==> src/rtl/rxring_pkg.sv <==
package rxring_pkg;
  typedef enum logic [1:0] {
    MODE_OFF = 2'b00,
    MODE_EOF = 2'b01,
    MODE_RUN = 2'b10,
    MODE_RSV = 2'b11
  } rx_mode_e;

  localparam logic [1:0] DEST_HOST = 2'b01;
endpackage

==> src/rtl/rxring_cfg.sv <==
module rxring_cfg
  import rxring_pkg::*;
#(
  parameter int IDX_W   = 12,
  parameter int LOG_MIN = 5,
  parameter int LOG_MAX = 12,
  parameter int TMO_W   = 8
) (
  input  logic             clk,
  input  logic             rst_n,
  input  logic             cfg_we,
  input  logic [1:0]       cfg_mode,
  input  logic [3:0]       cfg_log_size,
  input  logic [1:0]       cfg_buf_code,
  input  logic [1:0]       cfg_irq_dest,
  input  logic [TMO_W-1:0] cfg_timeout,
  output rx_mode_e         mode,
  output logic [IDX_W-1:0] ring_mask,
  output logic [4:0]       fill_kb,
  output logic [1:0]       irq_dest,
  output logic [TMO_W-1:0] timeout
);
  localparam logic [3:0] LMIN = 4'(LOG_MIN);
  localparam logic [3:0] LMAX = 4'(LOG_MAX);

  rx_mode_e         mode_q, mode_d;
  logic [3:0]       log_q, log_d, log_eff;
  logic [1:0]       code_q, code_d, dest_q, dest_d;
  logic [TMO_W-1:0] tmo_q, tmo_d;

  always_comb begin
    mode_d = mode_q;
    log_d  = log_q;
    code_d = code_q;
    dest_d = dest_q;
    tmo_d  = tmo_q;
    if (cfg_we) begin
      mode_d = rx_mode_e'(cfg_mode);
      log_d  = cfg_log_size;
      code_d = cfg_buf_code;
      dest_d = cfg_irq_dest;
      tmo_d  = cfg_timeout;
    end
  end

  always_ff @(posedge clk or negedge rst_n) begin
    if (!rst_n) begin
      mode_q <= MODE_OFF;
      log_q  <= '0;
      code_q <= '0;
      dest_q <= '0;
      tmo_q  <= '0;
    end else begin
      mode_q <= mode_d;
      log_q  <= log_d;
      code_q <= code_d;
      dest_q <= dest_d;
      tmo_q  <= tmo_d;
    end
  end

  always_comb begin
    if (log_q < LMIN)      log_eff = LMIN;
    else if (log_q > LMAX) log_eff = LMAX;
    else                   log_eff = log_q;
  end

  assign ring_mask = ~({IDX_W{1'b1}} << log_eff);
  assign fill_kb   = ({3'b000, code_q} + 5'd1) << 2;
  assign mode      = mode_q;
  assign irq_dest  = dest_q;
  assign timeout   = tmo_q;

  AST_MASK_FLOOR: assert property (@(posedge clk) disable iff (!rst_n)
    ring_mask[LOG_MIN-1:0] == {LOG_MIN{1'b1}});
endmodule

==> src/rtl/rxring_tmr.sv <==
module rxring_tmr #(
  parameter int TMO_W    = 8,
  parameter int TICK_CYC = 4
) (
  input  logic             clk,
  input  logic             rst_n,
  input  logic             buf_open,
  input  logic             data_in,
  input  logic             close,
  input  logic [TMO_W-1:0] timeout,
  output logic             expire
);
  localparam int PRE_W = $clog2(TICK_CYC + 1);
  localparam logic [PRE_W-1:0] PRE_LAST = PRE_W'(TICK_CYC - 1);

  logic             started_q, started_d;
  logic [PRE_W-1:0] pre_q, pre_d;
  logic [TMO_W-1:0] tcnt_q, tcnt_d;
  logic             tick_w;

  assign tick_w = started_q && (pre_q == PRE_LAST);
  assign expire = tick_w && (timeout != '0) && (tcnt_q == timeout - TMO_W'(1));

  always_comb begin
    started_d = started_q;
    pre_d     = pre_q;
    tcnt_d    = tcnt_q;
    if (close) begin
      started_d = 1'b0;
      pre_d     = '0;
      tcnt_d    = '0;
    end else if (!started_q) begin
      if (buf_open && data_in) begin
        started_d = 1'b1;
        pre_d     = '0;
        tcnt_d    = '0;
      end
    end else if (tick_w) begin
      pre_d  = '0;
      tcnt_d = tcnt_q + TMO_W'(1);
    end else begin
      pre_d = pre_q + PRE_W'(1);
    end
  end

  always_ff @(posedge clk or negedge rst_n) begin
    if (!rst_n) begin
      started_q <= 1'b0;
      pre_q     <= '0;
      tcnt_q    <= '0;
    end else begin
      started_q <= started_d;
      pre_q     <= pre_d;
      tcnt_q    <= tcnt_d;
    end
  end

  AST_PRESCALE_RANGE: assert property (@(posedge clk) disable iff (!rst_n)
    started_q |-> pre_q <= PRE_LAST);
  AST_TIMER_NEEDS_OPEN: assert property (@(posedge clk) disable iff (!rst_n)
    !buf_open |-> !started_q);
endmodule

==> src/rtl/rxring_idx.sv <==
module rxring_idx
  import rxring_pkg::*;
#(
  parameter int IDX_W = 12
) (
  input  logic             clk,
  input  logic             rst_n,
  input  rx_mode_e         mode,
  input  logic [IDX_W-1:0] ring_mask,
  input  logic [1:0]       irq_dest,
  input  logic             cfg_we,
  input  logic             wptr_we,
  input  logic [IDX_W-1:0] wptr_val,
  input  logic             desc_gnt,
  input  logic             frame_end,
  input  logic             buf_done,
  input  logic             expire,
  output logic             desc_req,
  output logic [IDX_W-1:0] desc_idx,
  output logic             buf_open,
  output logic             close,
  output logic             stat_upd,
  output logic [IDX_W-1:0] stat_idx,
  output logic             host_irq,
  output logic             chan_idle
);
  logic [IDX_W-1:0] rd_q, rd_d, wr_q, wr_d, oidx_q, oidx_d, last_q, last_d;
  logic             open_q, open_d, upd_q, upd_d, irq_q, irq_d, stop_q, stop_d;
  logic [IDX_W-1:0] rd_eff, wr_eff;
  logic             room, run_ok, take;

  assign rd_eff   = rd_q & ring_mask;
  assign wr_eff   = wr_q & ring_mask;
  assign room     = (rd_eff != wr_eff);
  assign run_ok   = (mode == MODE_RUN) || ((mode == MODE_EOF) && !stop_q);
  assign desc_req = run_ok && room && !open_q;
  assign take     = desc_req && desc_gnt;
  assign close    = open_q && (buf_done || expire);

  always_comb begin
    rd_d   = take ? ((rd_eff + IDX_W'(1)) & ring_mask) : rd_q;
    wr_d   = wptr_we ? (wptr_val & ~IDX_W'(7)) : wr_q;
    oidx_d = take ? rd_eff : oidx_q;
    last_d = close ? oidx_q : last_q;
    open_d = open_q;
    if (take)       open_d = 1'b1;
    else if (close) open_d = 1'b0;
    upd_d  = close;
    irq_d  = close && (irq_dest == DEST_HOST);
    stop_d = stop_q;
    if (cfg_we)                                 stop_d = 1'b0;
    else if ((mode == MODE_EOF) && frame_end)   stop_d = 1'b1;
  end

  always_ff @(posedge clk or negedge rst_n) begin
    if (!rst_n) begin
      rd_q   <= '0;
      wr_q   <= '0;
      oidx_q <= '0;
      last_q <= '0;
      open_q <= 1'b0;
      upd_q  <= 1'b0;
      irq_q  <= 1'b0;
      stop_q <= 1'b0;
    end else begin
      rd_q   <= rd_d;
      wr_q   <= wr_d;
      oidx_q <= oidx_d;
      last_q <= last_d;
      open_q <= open_d;
      upd_q  <= upd_d;
      irq_q  <= irq_d;
      stop_q <= stop_d;
    end
  end

  assign desc_idx  = rd_eff;
  assign buf_open  = open_q;
  assign stat_upd  = upd_q;
  assign stat_idx  = last_q;
  assign host_irq  = irq_q;
  assign chan_idle = (mode == MODE_OFF) && !open_q;

  AST_WPTR_ALIGNED: assert property (@(posedge clk) disable iff (!rst_n)
    wr_q[2:0] == 3'b000);
  AST_GRANT_OPENS: assert property (@(posedge clk) disable iff (!rst_n)
    take |=> (buf_open && !desc_req));
  AST_CLOSE_REPORTS: assert property (@(posedge clk) disable iff (!rst_n)
    close |=> (stat_upd && stat_idx == $past(oidx_q)));
  AST_IRQ_WITH_UPD: assert property (@(posedge clk) disable iff (!rst_n)
    host_irq |-> stat_upd);
  AST_SINGLE_UPDATE: assert property (@(posedge clk) disable iff (!rst_n)
    stat_upd |=> !stat_upd);
  AST_IDLE_NO_OFFER: assert property (@(posedge clk) disable iff (!rst_n)
    chan_idle |-> !desc_req);
endmodule

==> src/rtl/rxring_ctrl.sv <==
module rxring_ctrl
  import rxring_pkg::*;
#(
  parameter int IDX_W    = 12,
  parameter int LOG_MIN  = 5,
  parameter int LOG_MAX  = 12,
  parameter int TMO_W    = 8,
  parameter int TICK_CYC = 4
) (
  input  logic             clk,
  input  logic             rst_n,
  input  logic             cfg_we,
  input  logic [1:0]       cfg_mode,
  input  logic [3:0]       cfg_log_size,
  input  logic [1:0]       cfg_buf_code,
  input  logic [1:0]       cfg_irq_dest,
  input  logic [TMO_W-1:0] cfg_timeout,
  input  logic             wptr_we,
  input  logic [IDX_W-1:0] wptr_val,
  output logic             desc_req,
  output logic [IDX_W-1:0] desc_idx,
  input  logic             desc_gnt,
  output logic [4:0]       fill_kb,
  input  logic             data_in,
  input  logic             frame_end,
  input  logic             buf_done,
  output logic             stat_upd,
  output logic [IDX_W-1:0] stat_idx,
  output logic             host_irq,
  output logic             chan_idle
);
  rx_mode_e         mode_w;
  logic [IDX_W-1:0] mask_w;
  logic [1:0]       dest_w;
  logic [TMO_W-1:0] tmo_w;
  logic             open_w, close_w, expire_w;

  rxring_cfg #(.IDX_W(IDX_W), .LOG_MIN(LOG_MIN), .LOG_MAX(LOG_MAX), .TMO_W(TMO_W)) u_cfg (
    .clk(clk), .rst_n(rst_n), .cfg_we(cfg_we), .cfg_mode(cfg_mode),
    .cfg_log_size(cfg_log_size), .cfg_buf_code(cfg_buf_code),
    .cfg_irq_dest(cfg_irq_dest), .cfg_timeout(cfg_timeout),
    .mode(mode_w), .ring_mask(mask_w), .fill_kb(fill_kb),
    .irq_dest(dest_w), .timeout(tmo_w)
  );

  rxring_tmr #(.TMO_W(TMO_W), .TICK_CYC(TICK_CYC)) u_tmr (
    .clk(clk), .rst_n(rst_n), .buf_open(open_w), .data_in(data_in),
    .close(close_w), .timeout(tmo_w), .expire(expire_w)
  );

  rxring_idx #(.IDX_W(IDX_W)) u_idx (
    .clk(clk), .rst_n(rst_n), .mode(mode_w), .ring_mask(mask_w),
    .irq_dest(dest_w), .cfg_we(cfg_we), .wptr_we(wptr_we), .wptr_val(wptr_val),
    .desc_gnt(desc_gnt), .frame_end(frame_end), .buf_done(buf_done),
    .expire(expire_w), .desc_req(desc_req), .desc_idx(desc_idx),
    .buf_open(open_w), .close(close_w), .stat_upd(stat_upd),
    .stat_idx(stat_idx), .host_irq(host_irq), .chan_idle(chan_idle)
  );
endmodule

==> config.mk <==
export PLATFORM = sky130hd
export DESIGN_NAME = rxring_ctrl
export DESIGN_NICKNAME = d
export VERILOG_FILES = /design/src/rtl/rxring_pkg.sv /design/src/rtl/rxring_cfg.sv /design/src/rtl/rxring_tmr.sv /design/src/rtl/rxring_idx.sv /design/src/rtl/rxring_ctrl.sv
export SDC_FILE = /design/constraint.sdc
export NUM_CORES = 1
export LEC_CHECK = 0
export BUFFER_PORTS_ARGS = -buffer_cell sky130_fd_sc_hd__buf_2
export CAP_MARGIN = 10
export CORE_MARGIN = 10
export CORE_UTILIZATION = 45
export DETAILED_ROUTE_END_ITERATION = 12
export HOLD_SLACK_MARGIN = 0.08
export PLACE_DENSITY = 0.69
export SKIP_CTS_REPAIR_TIMING = 1
export SLEW_MARGIN = 25
export SYNTH_ARGS = -nofsm -noshare
export SYNTH_HDL_FRONTEND = slang
export SYNTH_SLANG_ARGS = --single-unit
export TNS_END_PERCENT = 100
==> constraint.sdc <==
create_clock -name clk -period 1.97 [get_ports clk]
set_clock_uncertainty 0.2 [all_clocks]
set_input_delay 0 -clock clk [delete_from_list [all_inputs] [get_ports clk]]
set_output_delay 0 -clock clk [all_outputs]
set_load 0.05 [all_outputs]
== Word-level counts from Yosys, hierarchy flattened ==
Index checks and enable logic that the tools add are counted.
Storage, ports and cells
  word-level logic and storage cells: 74
  memories kept: 0
  register bits: 79
  bits in read-only memories: 0
  output and inout port bits: 33
  bits in writable memories: 0
  bits of input ports: 38
  bits in latches: 0
Operators by class
  reductions and logical operators: 22
  divide/modulo/power cells: 0
  eq/ne operators: 7
  mux-type cells: 17
  add/subtract/negate cells: 5
  multiply operators: 0
  shift operators: 1
  magnitude comparators: 2
  bitwise logic cells: 4
Operators by type and width (count)
  $and A12 B12 Y12: 3
  $mux W8: 4
  $add A12 B1 Y12 const B: 1
  $logic_and A1 B1 Y1: 12
  $mux W3: 4
  $ne A12 B12 Y1: 1
  $not A12 Y12: 1
  $shl A12 B4 Y12 const A: 1
  $add A8 B1 Y8 const B: 1
  $eq A8 B8 Y1: 1
  $mux W4: 2
  $reduce_bool A8 Y1: 1
  $sub A8 B1 Y8 const B: 1
  $mux W1: 7
  $eq A2 B1 Y1 const B: 2
  $gt A4 B4 Y1 const B: 1
  $lt A4 B3 Y1 const B: 1
  $reduce_bool A2 Y1: 2
  $add A2 B1 Y3 const B: 1
  $add A3 B1 Y3 const B: 1
  $eq A3 B2 Y1 const B: 1
  $ne A3 B2 Y1 const B: 1
  $reduce_bool A3 Y1: 1
  $eq A2 B2 Y1 const B: 1
  other kinds (4): 6

== Longest topological paths before layout ==
  depth in word-level cells: 11
  mapped depth: 9
  gate-level depth less buffers: 7

== Modules after synthesis ==
A second synthesis with hierarchy kept.
Second synthesis, totals
  cell total of the unflattened synthesis: 359
  area total of the unflattened synthesis: 4149.0 um2
Modules (own cells, without submodules)
  rxring_idx: area an instance 2426.1 um2, cells an instance 205, sequential area each 1226.2 um2, instances 1
  rxring_tmr: area an instance 880.8 um2, cells an instance 96, sequential area each 300.3 um2, instances 1
  rxring_cfg: area an instance 842.1 um2, cells an instance 58, sequential area each 450.4 um2, instances 1

== Worst setup path after synthesis ==
Ideal clock, no wire load.
  path kind: register to register
  start: reg u_idx.rd_q[1]
  end: reg u_idx.rd_q[8]
  arrival time: 2207 ps
  cell stages (with the launch flop): 8
  clock period less this slack: 2528 ps
  slack: -558 ps
  cell sequence: dfrtp_1 -> clkbuf_1 -> ha_1 -> nand4_1 -> or4_1 -> a21oi_1 -> o21ai_0 -> a22o_1
On the way
  cells in the longest elaborated chain, start to end: 5
  elaborated cells between the ends (all ways): 7
  classes of those cells: 1 x add/sub; 1 x eq/ne; 2 x bitwise; 3 x reduce/logical
RTL lines
  start: declaration: RTL line rxring_idx.sv:27  | logic [IDX_W-1:0] rd_q, rd_d, wr_q, wr_d, oidx_q, oidx_d, last_q, last_d;
  start signal: assignment: RTL line rxring_idx.sv:66  | rd_q <= rd_d;
  $and A12 B12 Y12 *: RTL line rxring_idx.sv:32  | assign rd_eff = rd_q & ring_mask;
  named net desc_idx[1]: RTL line rxring_ctrl.sv:21  | output logic [IDX_W-1:0] desc_idx,
  branches (longest 4 deep; another with $add A12 B1 Y12)
Mark *: on every way through the listed nets, which the timed path passes.
A chain may end at the register's enable or synchronous reset.

== Worst setup path after layout ==
  start: reg u_idx.wr_q[4]
  end: out desc_req
On the way
  cells in the longest elaborated chain, start to end: 4
RTL lines
  start: declaration: RTL line rxring_idx.sv:27
  start signal: assignment: RTL line rxring_idx.sv:67  | wr_q <= wr_d;
  $and A12 B12 Y12: RTL line rxring_idx.sv:33  | assign wr_eff = wr_q & ring_mask;
  $ne A12 B12 Y1: RTL line rxring_idx.sv:34  | assign room = (rd_eff != wr_eff);
  $logic_and A1 B1 Y1 (2 in series): RTL line rxring_idx.sv:36  | assign desc_req = run_ok && room && !open_q;
  end: declaration: RTL line rxring_ctrl.sv:20  | output logic desc_req,
No other way between the ends.

==> results by group <==
GRT
  – Largest net degree at the start of global routing: 48
  – First-pass GRT wire length: 17.3 mm
  – Global routing's busiest layer: met2
  – Vias in the first global route: 3455
  – Antenna violations before repair: 0
  – Gr ovfl total: 0
  – GRT met3 Usage: 4.11%
  – Met1 Use GR: 21.2%
  – Met2 Usage GRT: 24.7%
  – Total track usage: 16.0%

Yosys
  – EDFF count, synth: 0
  – Post-synth ARST share: 100%
  – Synthesis-stage register bit count: 79
  – Synth cell count leaders: dfrtp_1 (79), nand2_1 (31), inv_1 (28)
  – Count leader, synth: dfrtp_1
  – Register area share after synthesis: 47.1%
  – Mapped cell area: 4200 um2
  – Ys Warns: 0
  – Top_reg_cell synth: dfrtp_1
  – Cells after synthesis: 392
  – Synth top area cells: dfrtp_1 (47%), mux2_2 (6.4%), xor2_1 (3.5%)
  – Distinct cells, synth: 57
  – Average size of a mapped cell: 10.7 um2
  – Post-synth top area share: 47.1%
  – Post-synth top area cell: dfrtp_1

Floorplan
  – Num ports: 71
  – Die H: 117 um
  – Rows: 35
  – Core Region: 9150 um2
  – Initial core utilization: 45.9%
  – Die width: 117 um
  – Die ar.: 13600 um2

STA
  – Fmax: 460 MHz
  – Final WS setup: -0.202 ns
  – Final setup viols: 50
  – RSZ-0062 raised after global routing: true
  – Final period util: 110%
  – Slew at the pin closest to its max-slew limit: 0.635 ns
  – Final TNS setup: -6.72 ns
  – Slew Limit Fails: 0
  – Final Critical Period: 2.17 ns
  – Final Hold Vio Count: 0
  – Relative slew slack: 57.7%

Setup path
  – Top delay family on crit path: simple AND/OR/NAND/NOR gates
  – Critical path endpoint: desc_req
  – RR Endpoint: u_tmr.pre_q[1]$_DFFE_PN0P_
  – Worst-path cell chain: xor2_2 -> nor4b_4 -> o211ai_1 -> buf_4 -> nor2_4 -> nor2_2 -> buf_6
  – Kind of critical path: register to primary output
  – Register-to-register setup slack: -0.18 ns
  – CP startpoint kind: register
  – Critical Path Max Stage Delay: 0.42 ns
  – Crit path depth: 7
  – Worst Path Buf+Inv: 2
  – CP max-delay cell: dfrtp_1
  – Crit path launch: u_idx.wr_q[4]$_DFFE_PN0P_
  – Critical R2R Launch: u_cfg.timeout[2]$_DFFE_PN0P_
  – Crit path required time: 1.77 ns
  – Crit. End Element: primary output
  – Worst EP arrival: 1.97 ns
  – Worst-path maximum fanout: 3
  – Cell count of the worst reg-to-reg path: 6

Clock network
  – CTS clk-pin slew, worst paths: 0.09 ns
  – Worst skew pair latency: 0.37 ns
  – CTS root buf: clkbuf_8
  – CTS buffer count: 9
  – Clk sink count: 79
  – TritonCTS clock tree: built
  – Maximum buffer depth of the clock tree: 2
  – H-tree level count: 3

Hold path
  – Hold Crit Class: primary input to register

Final layout
  – Share of layout cells above drive strength 1: 41.4%
  – Nets@finish: 613
  – Ant diodes: 0
  – # fillers: 646
  – Final instance area: 6200 um2
  – P&R area growth vs syn: 47.6%

Detailed routing
  – Vias: 3693
  – WL final: 12.1 mm
  – DRT iter0 DRCs: 182
  – Count of antenna-violating nets left after detailed routing: 0
  – Avg WL per Cell: 17.7 um
  – DRC: 0
  – Drt via density: 5.40
  – 1st-pass router iterations: 4

Status
  – Status: complete, but fails checks
  – Failing checks: negative setup slack

Placed design
  – Detailed Place HPWL: 7.78 mm
  – Placed instance area: 5070 um2
  – Port bufs: 65
  – RePlAce Congestion: 0.876

Power and ir drop
  – Total leakage power: 2.87 nW
  – Cell Pwr Density: 1040 nW/um2
  – Peak VDD IR: 534 uV

Flow run
  – Max Cap Viol: 0
==> layer usage <==
| metal | wire (um) | up-vias |
|---|---|---|
| li1 | - | 1734 |
| met1 | 5100 | 1825 |
| met2 | 6080 | 110 |
| met3 | 703 | 24 |
| met4 | 259 | 0 |
| met5 | 0 | - |
==> report_power, final <==
part | internal (mW) | leakage [nW] | switching (mW) | total [mW]
Clock | 0.603 | 0.102 | 0.672 | 1.28
Combinational | 1.18 | 1.78 | 1.68 | 2.85
Sequential | 2.00 | 0.986 | 0.301 | 2.30
Total | 3.78 | 2.87 | 2.65 | 6.43
==> logic make-up after synthesis <==
family          count (synthesis)  synth area share [%]
mux                            37                  9.74
buf+inv                        57                  6.49
flops                          79                  47.1
simple gates                  113                  15.0
compound gates                 73                  14.3
other cells                     1                0.0893
xor+xnor                       25                  5.21
fa+ha+maj                       7                  2.08
==> cell type report <==
type | instances | area, um2 | area share [%]
inverters | 28 | 105 | 1.69
clock inverters | 7 | 80.1 | 1.29
multi-input cells | 258 | 2230 | 35.9
flip-flops and latches | 79 | 1980 | 32.0
repair buffers | 192 | 1540 | 24.9
well taps | 111 | 139 | 2.24
clock buffers | 9 | 124 | 2.00
==> state kept, by name (all words and copies together), names as in the netlist <==
signal           flops
u_idx.oidx_q        12
u_cfg.timeout        8
u_idx.buf_open       1
u_cfg.mode           2
u_idx.stop_q         1
u_cfg.code_q         2
u_idx.host_irq       1
u_tmr.tcnt_q         8
u_idx.rd_q          12
u_idx.stat_upd       1
u_cfg.irq_dest       2
u_idx.wr_q           9
u_tmr.pre_q          3
u_cfg.log_q          4
u_tmr.started_q      1
u_idx.stat_idx      12
==> worst register-to-register path: stages (launching register included) <==
cell,delay (ns)
dfrtp_2,0.46
nor4_4,0.37
and3_1,0.22
o32a_1,0.20
and4_2,0.31
clkbuf_16,0.20
nor3_1,0.06
==> cells in the final DEF, fill, tap and decap left out, drive strengths merged, types with 3 or more instances in the layout <==
| master | instances |
|---|---|
| buf | 126 |
| dfrtp | 79 |
| dlygate4sd3 | 65 |
| nand2 | 31 |
| inv | 31 |
| mux2 | 31 |
| nor3 | 20 |
| o21ai | 18 |
| xor2 | 17 |
| nor2 | 16 |
| o32ai | 12 |
| a22oi | 10 |
| clkbuf | 10 |
| a21oi | 9 |
| xnor2 | 8 |
| nand3 | 7 |
| ha | 7 |
| mux2i | 6 |
| nor2b | 5 |
| and3 | 5 |
| nor4 | 5 |
| nand4 | 4 |
| a21o | 3 |
| nand2b | 3 |
| nor3b | 3 |
| or3 | 3 |
| a31oi | 3 |
==> worst min path at each step <==
stage,start,to,slack (ns),cells after the start
after floorplan,rst_n,u_cfg.code_q[0]$_DFFE_PN0P_,-0.50,0
after global placement,rst_n,u_cfg.timeout[4]$_DFFE_PN0P_,-0.23,1
after detailed placement,rst_n,u_cfg.timeout[4]$_DFFE_PN0P_,-0.22,1
after CTS,rst_n,u_cfg.timeout[4]$_DFFE_PN0P_,-0.62,1
after global routing,desc_gnt,u_idx.rd_q[2]$_DFFE_PN0P_,0.08,4
final,desc_gnt,u_idx.rd_q[2]$_DFFE_PN0P_,0.08,4
==> stage by stage <==
step	total power, mW	utilization (%)	hold slack (ns)	instances	setup WS, ns
after floorplan	4.05	-	-0.496	393	-0.0712
after global placement	4.76	55.4	-0.227	598	-0.130
after detailed placement	4.83	55.4	-0.224	598	-0.162
after CTS	6.11	57.6	-0.622	614	-0.420
after global routing	6.81	67.8	0.0795	684	-0.308
final	6.43	67.8	0.0835	684	-0.202
No activity file was read; power rests on OpenSTA's default activity.
